<file path="src/rtl/xtr_enc_pkg.sv">
package xtr_enc_pkg;

  localparam logic [31:0] CODE_EOF    = 32'h8000_0000;
  localparam logic [31:0] CODE_PRUNED = 32'h8000_0004;
  localparam logic [31:0] CODE_ABORT  = 32'h8000_0005;
  localparam logic [31:0] CODE_ESC    = 32'h8000_0006;
  localparam logic [31:0] CODE_NOTRDY = 32'h8000_0007;

  typedef enum logic [1:0] {
    TK_DATA  = 2'd0,
    TK_LAST  = 2'd1,
    TK_PRUNE = 2'd2,
    TK_ABORT = 2'd3
  } tokKind_t;

  typedef struct packed {
    tokKind_t    kind;
    logic [1:0]  unused;
    logic [31:0] data;
  } token_t;

  typedef enum logic [2:0] {
    SEL_NOTRDY = 3'd0,
    SEL_DATA   = 3'd1,
    SEL_ESC    = 3'd2,
    SEL_EOF    = 3'd3,
    SEL_PRUNED = 3'd4,
    SEL_ABORT  = 3'd5
  } outSel_t;

  typedef struct packed {
    logic    pop;
    outSel_t sel;
  } ctrlStrobe_t;

endpackage

</file>
<file path="src/rtl/xtr_enc_packer.sv">
module xtr_enc_packer
  import xtr_enc_pkg::*;
#(
  parameter int WORD_BYTES = 4
) (
  input  logic        clk,
  input  logic        rstN,
  input  logic        srcValid,
  input  logic [7:0]  srcByte,
  input  logic        srcLast,
  input  logic        srcPrune,
  input  logic        srcAbort,
  input  logic        srcReady,
  output logic        pushValid,
  output token_t      pushTok
);

  localparam int LANE_W = $clog2(WORD_BYTES);

  logic [31:0]       accWord;
  logic [LANE_W-1:0] accCnt;
  logic [31:0]       newWord;
  logic              beatOk;

  assign beatOk = srcValid && srcReady;

  always_comb begin
    newWord = accWord;
    for (int i = 0; i < WORD_BYTES; i++) begin
      if (accCnt == LANE_W'(i)) newWord[8*(WORD_BYTES-1-i) +: 8] = srcByte;
    end
  end

  always_comb begin
    pushValid      = 1'b0;
    pushTok.kind   = TK_DATA;
    pushTok.unused = 2'd3 - 2'(accCnt);
    pushTok.data   = newWord;
    if (beatOk) begin
      if (srcAbort) begin
        pushValid    = 1'b1;
        pushTok.kind = TK_ABORT;
      end else if (srcLast) begin
        pushValid    = 1'b1;
        pushTok.kind = srcPrune ? TK_PRUNE : TK_LAST;
      end else if (accCnt == LANE_W'(WORD_BYTES-1)) begin
        pushValid    = 1'b1;
      end
    end
  end

  always_ff @(posedge clk) begin
    if (!rstN) begin
      accWord <= '0;
      accCnt  <= '0;
    end else if (beatOk) begin
      if (srcAbort || srcLast || accCnt == LANE_W'(WORD_BYTES-1)) begin
        accWord <= '0;
        accCnt  <= '0;
      end else begin
        accWord <= newWord;
        accCnt  <= accCnt + 1'b1;
      end
    end
  end

endmodule

</file>
<file path="src/rtl/xtr_enc_datapath.sv">
module xtr_enc_datapath
  import xtr_enc_pkg::*;
#(
  parameter int DEPTH = 4
) (
  input  logic        clk,
  input  logic        rstN,
  input  logic        srcValid,
  input  logic [7:0]  srcByte,
  input  logic        srcLast,
  input  logic        srcPrune,
  input  logic        srcAbort,
  output logic        srcReady,
  input  logic        cfgSwap,
  input  ctrlStrobe_t strobe,
  output tokKind_t    headKind,
  output logic        headEsc,
  output logic        empty,
  output logic [31:0] rdData,
  output logic        dataPresent
);

  localparam int PTR_W = (DEPTH > 1) ? $clog2(DEPTH) : 1;
  localparam int CNT_W = $clog2(DEPTH + 1);

  token_t             mem [DEPTH];
  logic [PTR_W-1:0]   wrPtr, rdPtr;
  logic [CNT_W-1:0]   count;
  logic               pushValid;
  token_t             pushTok;
  token_t             headTok;
  logic [31:0]        swapped;
  logic [31:0]        presented;

  xtr_enc_packer #(.WORD_BYTES(4)) uPacker (
    .clk      (clk),
    .rstN     (rstN),
    .srcValid (srcValid),
    .srcByte  (srcByte),
    .srcLast  (srcLast),
    .srcPrune (srcPrune),
    .srcAbort (srcAbort),
    .srcReady (srcReady),
    .pushValid(pushValid),
    .pushTok  (pushTok)
  );

  assign srcReady    = (count != CNT_W'(DEPTH));
  assign empty       = (count == '0);
  assign dataPresent = !empty;
  assign headTok     = mem[rdPtr];
  assign headKind    = headTok.kind;

  always_ff @(posedge clk) begin
    if (pushValid) mem[wrPtr] <= pushTok;
  end

  always_ff @(posedge clk) begin
    if (!rstN) begin
      wrPtr <= '0;
      rdPtr <= '0;
      count <= '0;
    end else begin
      if (pushValid) wrPtr <= (wrPtr == PTR_W'(DEPTH-1)) ? '0 : wrPtr + 1'b1;
      if (strobe.pop) rdPtr <= (rdPtr == PTR_W'(DEPTH-1)) ? '0 : rdPtr + 1'b1;
      case ({pushValid, strobe.pop})
        2'b10:   count <= count + 1'b1;
        2'b01:   count <= count - 1'b1;
        default: count <= count;
      endcase
    end
  end

  for (genvar i = 0; i < 4; i++) begin : gLane
    assign swapped[8*i +: 8] = headTok.data[8*(3-i) +: 8];
  end

  assign presented = cfgSwap ? swapped : headTok.data;
  assign headEsc   = (presented[31:3] == CODE_ESC[31:3]);

  always_comb begin
    unique case (strobe.sel)
      SEL_DATA:   rdData = presented;
      SEL_ESC:    rdData = CODE_ESC;
      SEL_EOF:    rdData = {CODE_EOF[31:2], headTok.unused};
      SEL_PRUNED: rdData = CODE_PRUNED;
      SEL_ABORT:  rdData = CODE_ABORT;
      default:    rdData = CODE_NOTRDY;
    endcase
  end

  a_r10_no_overflow: assert property (@(posedge clk) disable iff (!rstN)
    (count == CNT_W'(DEPTH)) |-> !pushValid);

  a_r9_pop_nonempty: assert property (@(posedge clk) disable iff (!rstN)
    strobe.pop |-> (count != '0));

  a_r3_empty_notready: assert property (@(posedge clk) disable iff (!rstN)
    empty |-> (rdData == CODE_NOTRDY));

endmodule

</file>
<file path="src/rtl/xtr_enc_control.sv">
module xtr_enc_control
  import xtr_enc_pkg::*;
(
  input  logic        clk,
  input  logic        rstN,
  input  logic        rdStrobe,
  input  logic        empty,
  input  tokKind_t    headKind,
  input  logic        headEsc,
  output ctrlStrobe_t strobe
);

  typedef enum logic [1:0] {PH_FIRST, PH_DATA, PH_EOF} phase_t;

  phase_t phase, nextPhase;

  always_comb begin
    strobe.pop = 1'b0;
    strobe.sel = SEL_NOTRDY;
    nextPhase  = phase;
    if (!empty) begin
      unique case (phase)
        PH_FIRST: begin
          unique case (headKind)
            TK_ABORT: begin
              strobe.sel = SEL_ABORT;
              strobe.pop = rdStrobe;
            end
            TK_PRUNE: begin
              strobe.sel = SEL_PRUNED;
              if (rdStrobe) nextPhase = PH_DATA;
            end
            default: begin
              if (headEsc) begin
                strobe.sel = SEL_ESC;
                if (rdStrobe) nextPhase = PH_DATA;
              end else begin
                strobe.sel = SEL_DATA;
                if (rdStrobe) begin
                  if (headKind == TK_LAST) nextPhase = PH_EOF;
                  else strobe.pop = 1'b1;
                end
              end
            end
          endcase
        end
        PH_DATA: begin
          strobe.sel = SEL_DATA;
          if (rdStrobe) begin
            if (headKind == TK_LAST) nextPhase = PH_EOF;
            else begin
              strobe.pop = 1'b1;
              nextPhase  = PH_FIRST;
            end
          end
        end
        default: begin
          strobe.sel = SEL_EOF;
          if (rdStrobe) begin
            strobe.pop = 1'b1;
            nextPhase  = PH_FIRST;
          end
        end
      endcase
    end
  end

  always_ff @(posedge clk) begin
    if (!rstN) phase <= PH_FIRST;
    else       phase <= nextPhase;
  end

  a_r5_esc_then_data: assert property (@(posedge clk) disable iff (!rstN)
    (rdStrobe && strobe.sel == SEL_ESC) |=> (strobe.sel == SEL_DATA));

  a_r6_pruned_then_word: assert property (@(posedge clk) disable iff (!rstN)
    (rdStrobe && strobe.sel == SEL_PRUNED) |=> (strobe.sel == SEL_DATA));

  a_r4_eof_on_last: assert property (@(posedge clk) disable iff (!rstN)
    (phase == PH_EOF) |-> (!empty && headKind == TK_LAST));

  a_r3_empty_holds: assert property (@(posedge clk) disable iff (!rstN)
    (empty && rdStrobe) |=> $stable(phase));

endmodule

</file>
<file path="src/rtl/xtr_word_encoder.sv">
module xtr_word_encoder
  import xtr_enc_pkg::*;
#(
  parameter int DEPTH = 4
) (
  input  logic        clk,
  input  logic        rstN,
  input  logic        srcValid,
  input  logic [7:0]  srcByte,
  input  logic        srcLast,
  input  logic        srcPrune,
  input  logic        srcAbort,
  output logic        srcReady,
  input  logic        cfgSwap,
  input  logic        rdStrobe,
  output logic [31:0] rdData,
  output logic        dataPresent
);

  ctrlStrobe_t strobe;
  tokKind_t    headKind;
  logic        headEsc;
  logic        empty;

  xtr_enc_datapath #(.DEPTH(DEPTH)) uData (
    .clk        (clk),
    .rstN       (rstN),
    .srcValid   (srcValid),
    .srcByte    (srcByte),
    .srcLast    (srcLast),
    .srcPrune   (srcPrune),
    .srcAbort   (srcAbort),
    .srcReady   (srcReady),
    .cfgSwap    (cfgSwap),
    .strobe     (strobe),
    .headKind   (headKind),
    .headEsc    (headEsc),
    .empty      (empty),
    .rdData     (rdData),
    .dataPresent(dataPresent)
  );

  xtr_enc_control uCtrl (
    .clk     (clk),
    .rstN    (rstN),
    .rdStrobe(rdStrobe),
    .empty   (empty),
    .headKind(headKind),
    .headEsc (headEsc),
    .strobe  (strobe)
  );

  a_r7_abort_consumed: assert property (@(posedge clk) disable iff (!rstN)
    (rdStrobe && rdData == CODE_ABORT && strobe.sel == SEL_ABORT) |-> strobe.pop);

endmodule

</file>
<file path="config.mk">
export PLATFORM = sky130hd
export DESIGN_NAME = xtr_word_encoder
export DESIGN_NICKNAME = d
export VERILOG_FILES = /design/src/rtl/xtr_enc_pkg.sv /design/src/rtl/xtr_enc_packer.sv /design/src/rtl/xtr_enc_datapath.sv /design/src/rtl/xtr_enc_control.sv /design/src/rtl/xtr_word_encoder.sv
export SDC_FILE = /design/constraint.sdc
export NUM_CORES = 1
export LEC_CHECK = 0
export CAP_MARGIN = 30
export CORE_MARGIN = 2
export CORE_UTILIZATION = 54
export CTS_CLUSTER_SIZE = 20
export DETAILED_ROUTE_END_ITERATION = 10
export HOLD_SLACK_MARGIN = 0.05
export PLACE_DENSITY = 0.78
export SKIP_LAST_GASP = 1
export SLEW_MARGIN = 30
export SYNTH_ARGS = -nofsm -noshare
export SYNTH_HDL_FRONTEND = slang
export SYNTH_SLANG_ARGS = --single-unit
</file>
<file path="constraint.sdc">
create_clock -name clk -period 4.75 [get_ports clk]
set_clock_uncertainty 0.15 [all_clocks]
set_input_delay 1.1875 -clock clk [delete_from_list [all_inputs] [get_ports clk]]
set_output_delay 1.1875 -clock clk [all_outputs]
set_load 0.02 [all_outputs]
</file>
==> results summary <==
Sorting the synthesized cells by area gives the leading types as sky130_fd_sc_hd__edfxtp_1 (47%), sky130_fd_sc_hd__mux4_2 (10%), sky130_fd_sc_hd__dfxtp_1 (9.7%), sky130_fd_sc_hd__mux2i_1 (4.5%), sky130_fd_sc_hd__mux2_2 (4.4%). The number of global-route vias before repair is around 6600. The total power after layout is 4.37 mW.

The post-route fraction of the period consumed by the critical path is 106%. The global-route usage over all layers is between 20% and 30%. The worst-case setup margin in the final layout came out at -0.267 ns. Yosys printed 0 warnings. The summed instance area of the synthesized netlist came out at ~9000 µm². The area overhead of the layout relative to synthesis is 27.3%. The biggest cell delay along the critical path came out at roughly 0.36 ns. The fraction of post-synthesis cell area in the top cell type by area is 46.7%. The die height came out at about 130 µm. The number of detailed-routing iterations run before antenna repair is 5.

The starting utilization of the core area is roughly 55%. The smallest hold slack came out at 0.332 ns. The hold violation total from the final report came to 0.

The worst hold path belongs to the class reg2reg. The met2 routed wirelength came out at about 12000 µm. The worst setup path is captured at an output port. The floorplan step defined a core boundary enclosing 16700 µm². The class of the most critical setup path is in2out. The width of the die came out at around 130 µm. The antenna diode count is 0.

After detailed routing, no signal wire sits above met4. The cell count after synthesis is 707. The number of nets in the synthesized netlist came out at 734. The maximum net fanout on the critical path came out at 8.

Summed over all nets, wire length on met3 after detailed routing comes to about 2100 µm. The final route contains approximately 6700 vias. Counting the buffers created by CTS gives 17.

The total cell area at the placement stage is 10300 µm². The most used cell along the critical path is sky130_fd_sc_hd__buf_12. After detailed routing, the wire length on met1 is slightly below 10000 µm. The maximum number of pins on one net before global-route repair is 54. The final layout contains routed wiring with a total length of between 20000 and 25000 µm. The half-perimeter wire length of the detailed placement result is 15700 µm. The number of vias per cell after detailed routing came out at between 6 and 7. The final global-route overflow total is 0.

The antenna violation net count after detailed routing is 0. In this run the clock root is driven by a sky130_fd_sc_hd__clkbuf_16. The startpoint identified for the worst hold timing path is uData.uPacker.accWord[5]$_SDFFE_PN0P_. The share of the yosys chip area belonging to registers is a little under three fifths. Tracing the worst setup path back leads to its startpoint at cfgSwap. The critical path goes through buf_12, buf_12, buf_12, buf_4, mux4_2, mux2i_4, and4_4, o2111ai_4, buf_6, o31ai_4, mux2i_1, o21ai_2, buf_6. Power spread over the standard cell area amounts to 371 nW/µm². The level count of the clock H-tree is 4.

The data arrival time of the worst path came out at 3.68 ns. The critical path's top delay family is buffers and inverters. The shortest clock period the worst path allows after layout is roughly 5 ns.

The type of element launching the critical path is a primary input. Among all cell types in the netlist, the one instantiated most often is sky130_fd_sc_hd__edfxtp_1. The count of final setup violators came out at 32. The number of placement rows came out at 47. In the final timing run, aggregate negative setup slack is -5.86 ns. The buffer and inverter count on the worst path came out at 6. Input and output buffers added on the ports amount to between 40 and 50.

The number of max-capacitance violations reported came out at 0. The initial antenna violation count came to 0. The max-slew violation total from the final report is 0. The weighted congestion reported at the end of routability-driven placement is 0.939. The headroom to the max-slew limit is between 50% and 60%. Data on the critical path is required at its endpoint by between 3 and 4 ns. The cell with the largest stage delay on the worst path is sky130_fd_sc_hd__mux4_2. The iteration-0 DRC count of the detailed router came out at 850. The number of distinct library cells after synthesis is 64. The flip-flop and latch count after synthesis is roughly 190.

At the later pin of the worst-skew pair, clock insertion delay measures approximately 0.44 ns. The checks that failed: setup timing. The number of synthesized flops with an enable pin is 144. The flow ran to the end, but the final reports show violations.

Clock-pin slew was measured on the worst setup and hold paths at 0.07 ns. The number of sinks on the clock net is between 150 and 200. At the pin with the least slew margin, the transition time is between 0.7 and 0.8 ns. The die covers ~18000 µm². The worst IR drop on VDD is about 0.00024 V. The summed area of non-filler cells in the final layout is 11800 µm².

For this run, the post-layout net count is about 830. The proportion of synthesized flip-flops having asynchronous set or reset came out at 0%. The number of top-level pins is 50. The clock tree buffer depth is 2. The average wire per cell in the routed design came out at ~24 µm. The first-pass GRT wire length is 37200 µm.

Setup repair after global routing could not meet its margin everywhere. The CTS tree is built. After synthesis, the most frequently instantiated cells are sky130_fd_sc_hd__edfxtp_1 (144), sky130_fd_sc_hd__nand2_1 (66), sky130_fd_sc_hd__nor2_1 (47), sky130_fd_sc_hd__dfxtp_1 (45), sky130_fd_sc_hd__mux4_2 (43). For this run, the leading register cell type out of synthesis is sky130_fd_sc_hd__edfxtp_1. Based on the critical path, the design can be clocked at up to approximately 200 MHz. The post-placement setup slack is -0.819 ns.

The leakage power is approximately 4.1 nW. The dominant cell type by area after synthesis is sky130_fd_sc_hd__edfxtp_1. The mean area per synthesized cell came out at approximately 13 µm². The fraction of final layout cells with drive strength greater than 1 came out at between 30% and 40%. The post-route DRC violation count is 0.
-- layout make-up --
class                      count  area [µm²]
timing repair buffer         125        1370
fill                        1034        4910
sequential                   189        5230
clock buffer                  24         503
clock inverter                 8        76.3
multi-input combinational    459        4290
tap                          220         275
inverter                      13        48.8
-- cell families after synthesis --
logic type	after synthesis	synth area share [%]
simple gates	228	12.5
flops	189	56.4
mux	122	19.5
compound gates	96	6.94
buf+inv	59	2.90
fa+ha+maj	11	1.57
xor+xnor	2	0.189
-- report_power, final --
group,total [mW],internal (mW),switching (mW)
registers,1.88,1.83,0.0461
logic,1.11,0.522,0.585
clock network,1.38,0.797,0.588
total,4.37,3.15,1.22
-- layout by cell type, fill, tap and decap left out, drive strengths merged, types with 11 or more instances in the layout --
cell type        n
mux4            43
inv             17
clkbuf          25
and3            11
nor2            47
a21oi           16
nor3            17
clkdlybuf4s50   16
dfxtp           45
o21ai           32
edfxtp         144
and2            27
mux2            37
buf            108
mux2i           42
nand2           66
-- final timing paths --
kind	endpoint	slack (ns)	cells after the start
setup / recovery	rdData[1]	-0.27	13
hold / removal	uData.uPacker.accWord[5]$_SDFFE_PN0P_	0.33	1
setup reg to reg	uData.count[2]$_SDFFE_PN0P_	0.39	18
hold reg to reg	uData.uPacker.accWord[5]$_SDFFE_PN0P_	0.33	1
-- timing repair --
item	in CTS	in global routing
buffers inserted	9	10
gates cloned	7	1
resized for setup	228	84
hold buffers	0	0
endpoints found under the setup margin	32	32
pin swaps	17	23
-- layer usage --
layer | up-vias | track usage, %
met4 | 0 | 10.9
met5 | - | 0
li1 | 2900 | -
met2 | 384 | 44.9
met3 | 61 | 5.59
met1 | 3345 | 36.3
-- flip-flops by register name, indices dropped and copies added, names as in the netlist, named ones only --
| signal | count |
|---|---|
| uData.rdPtr | 2 |
| uData.count | 3 |
| uCtrl.phase | 2 |
| uData.uPacker.accWord | 32 |
| uData.mem | 144 |
| uData.uPacker.accCnt | 2 |
| uData.wrPtr | 2 |
-- stage by stage --
stage          utilization, %  cells
6_report                 70.6   1038
5_1_grt                  70.6   1038
4_1_cts                  68.0   1028
3_5_place_dp             61.5    981
3_3_place_gp             61.5    981
2_1_floorplan               -    707
No activity file was read; power rests on OpenSTA's default activity.
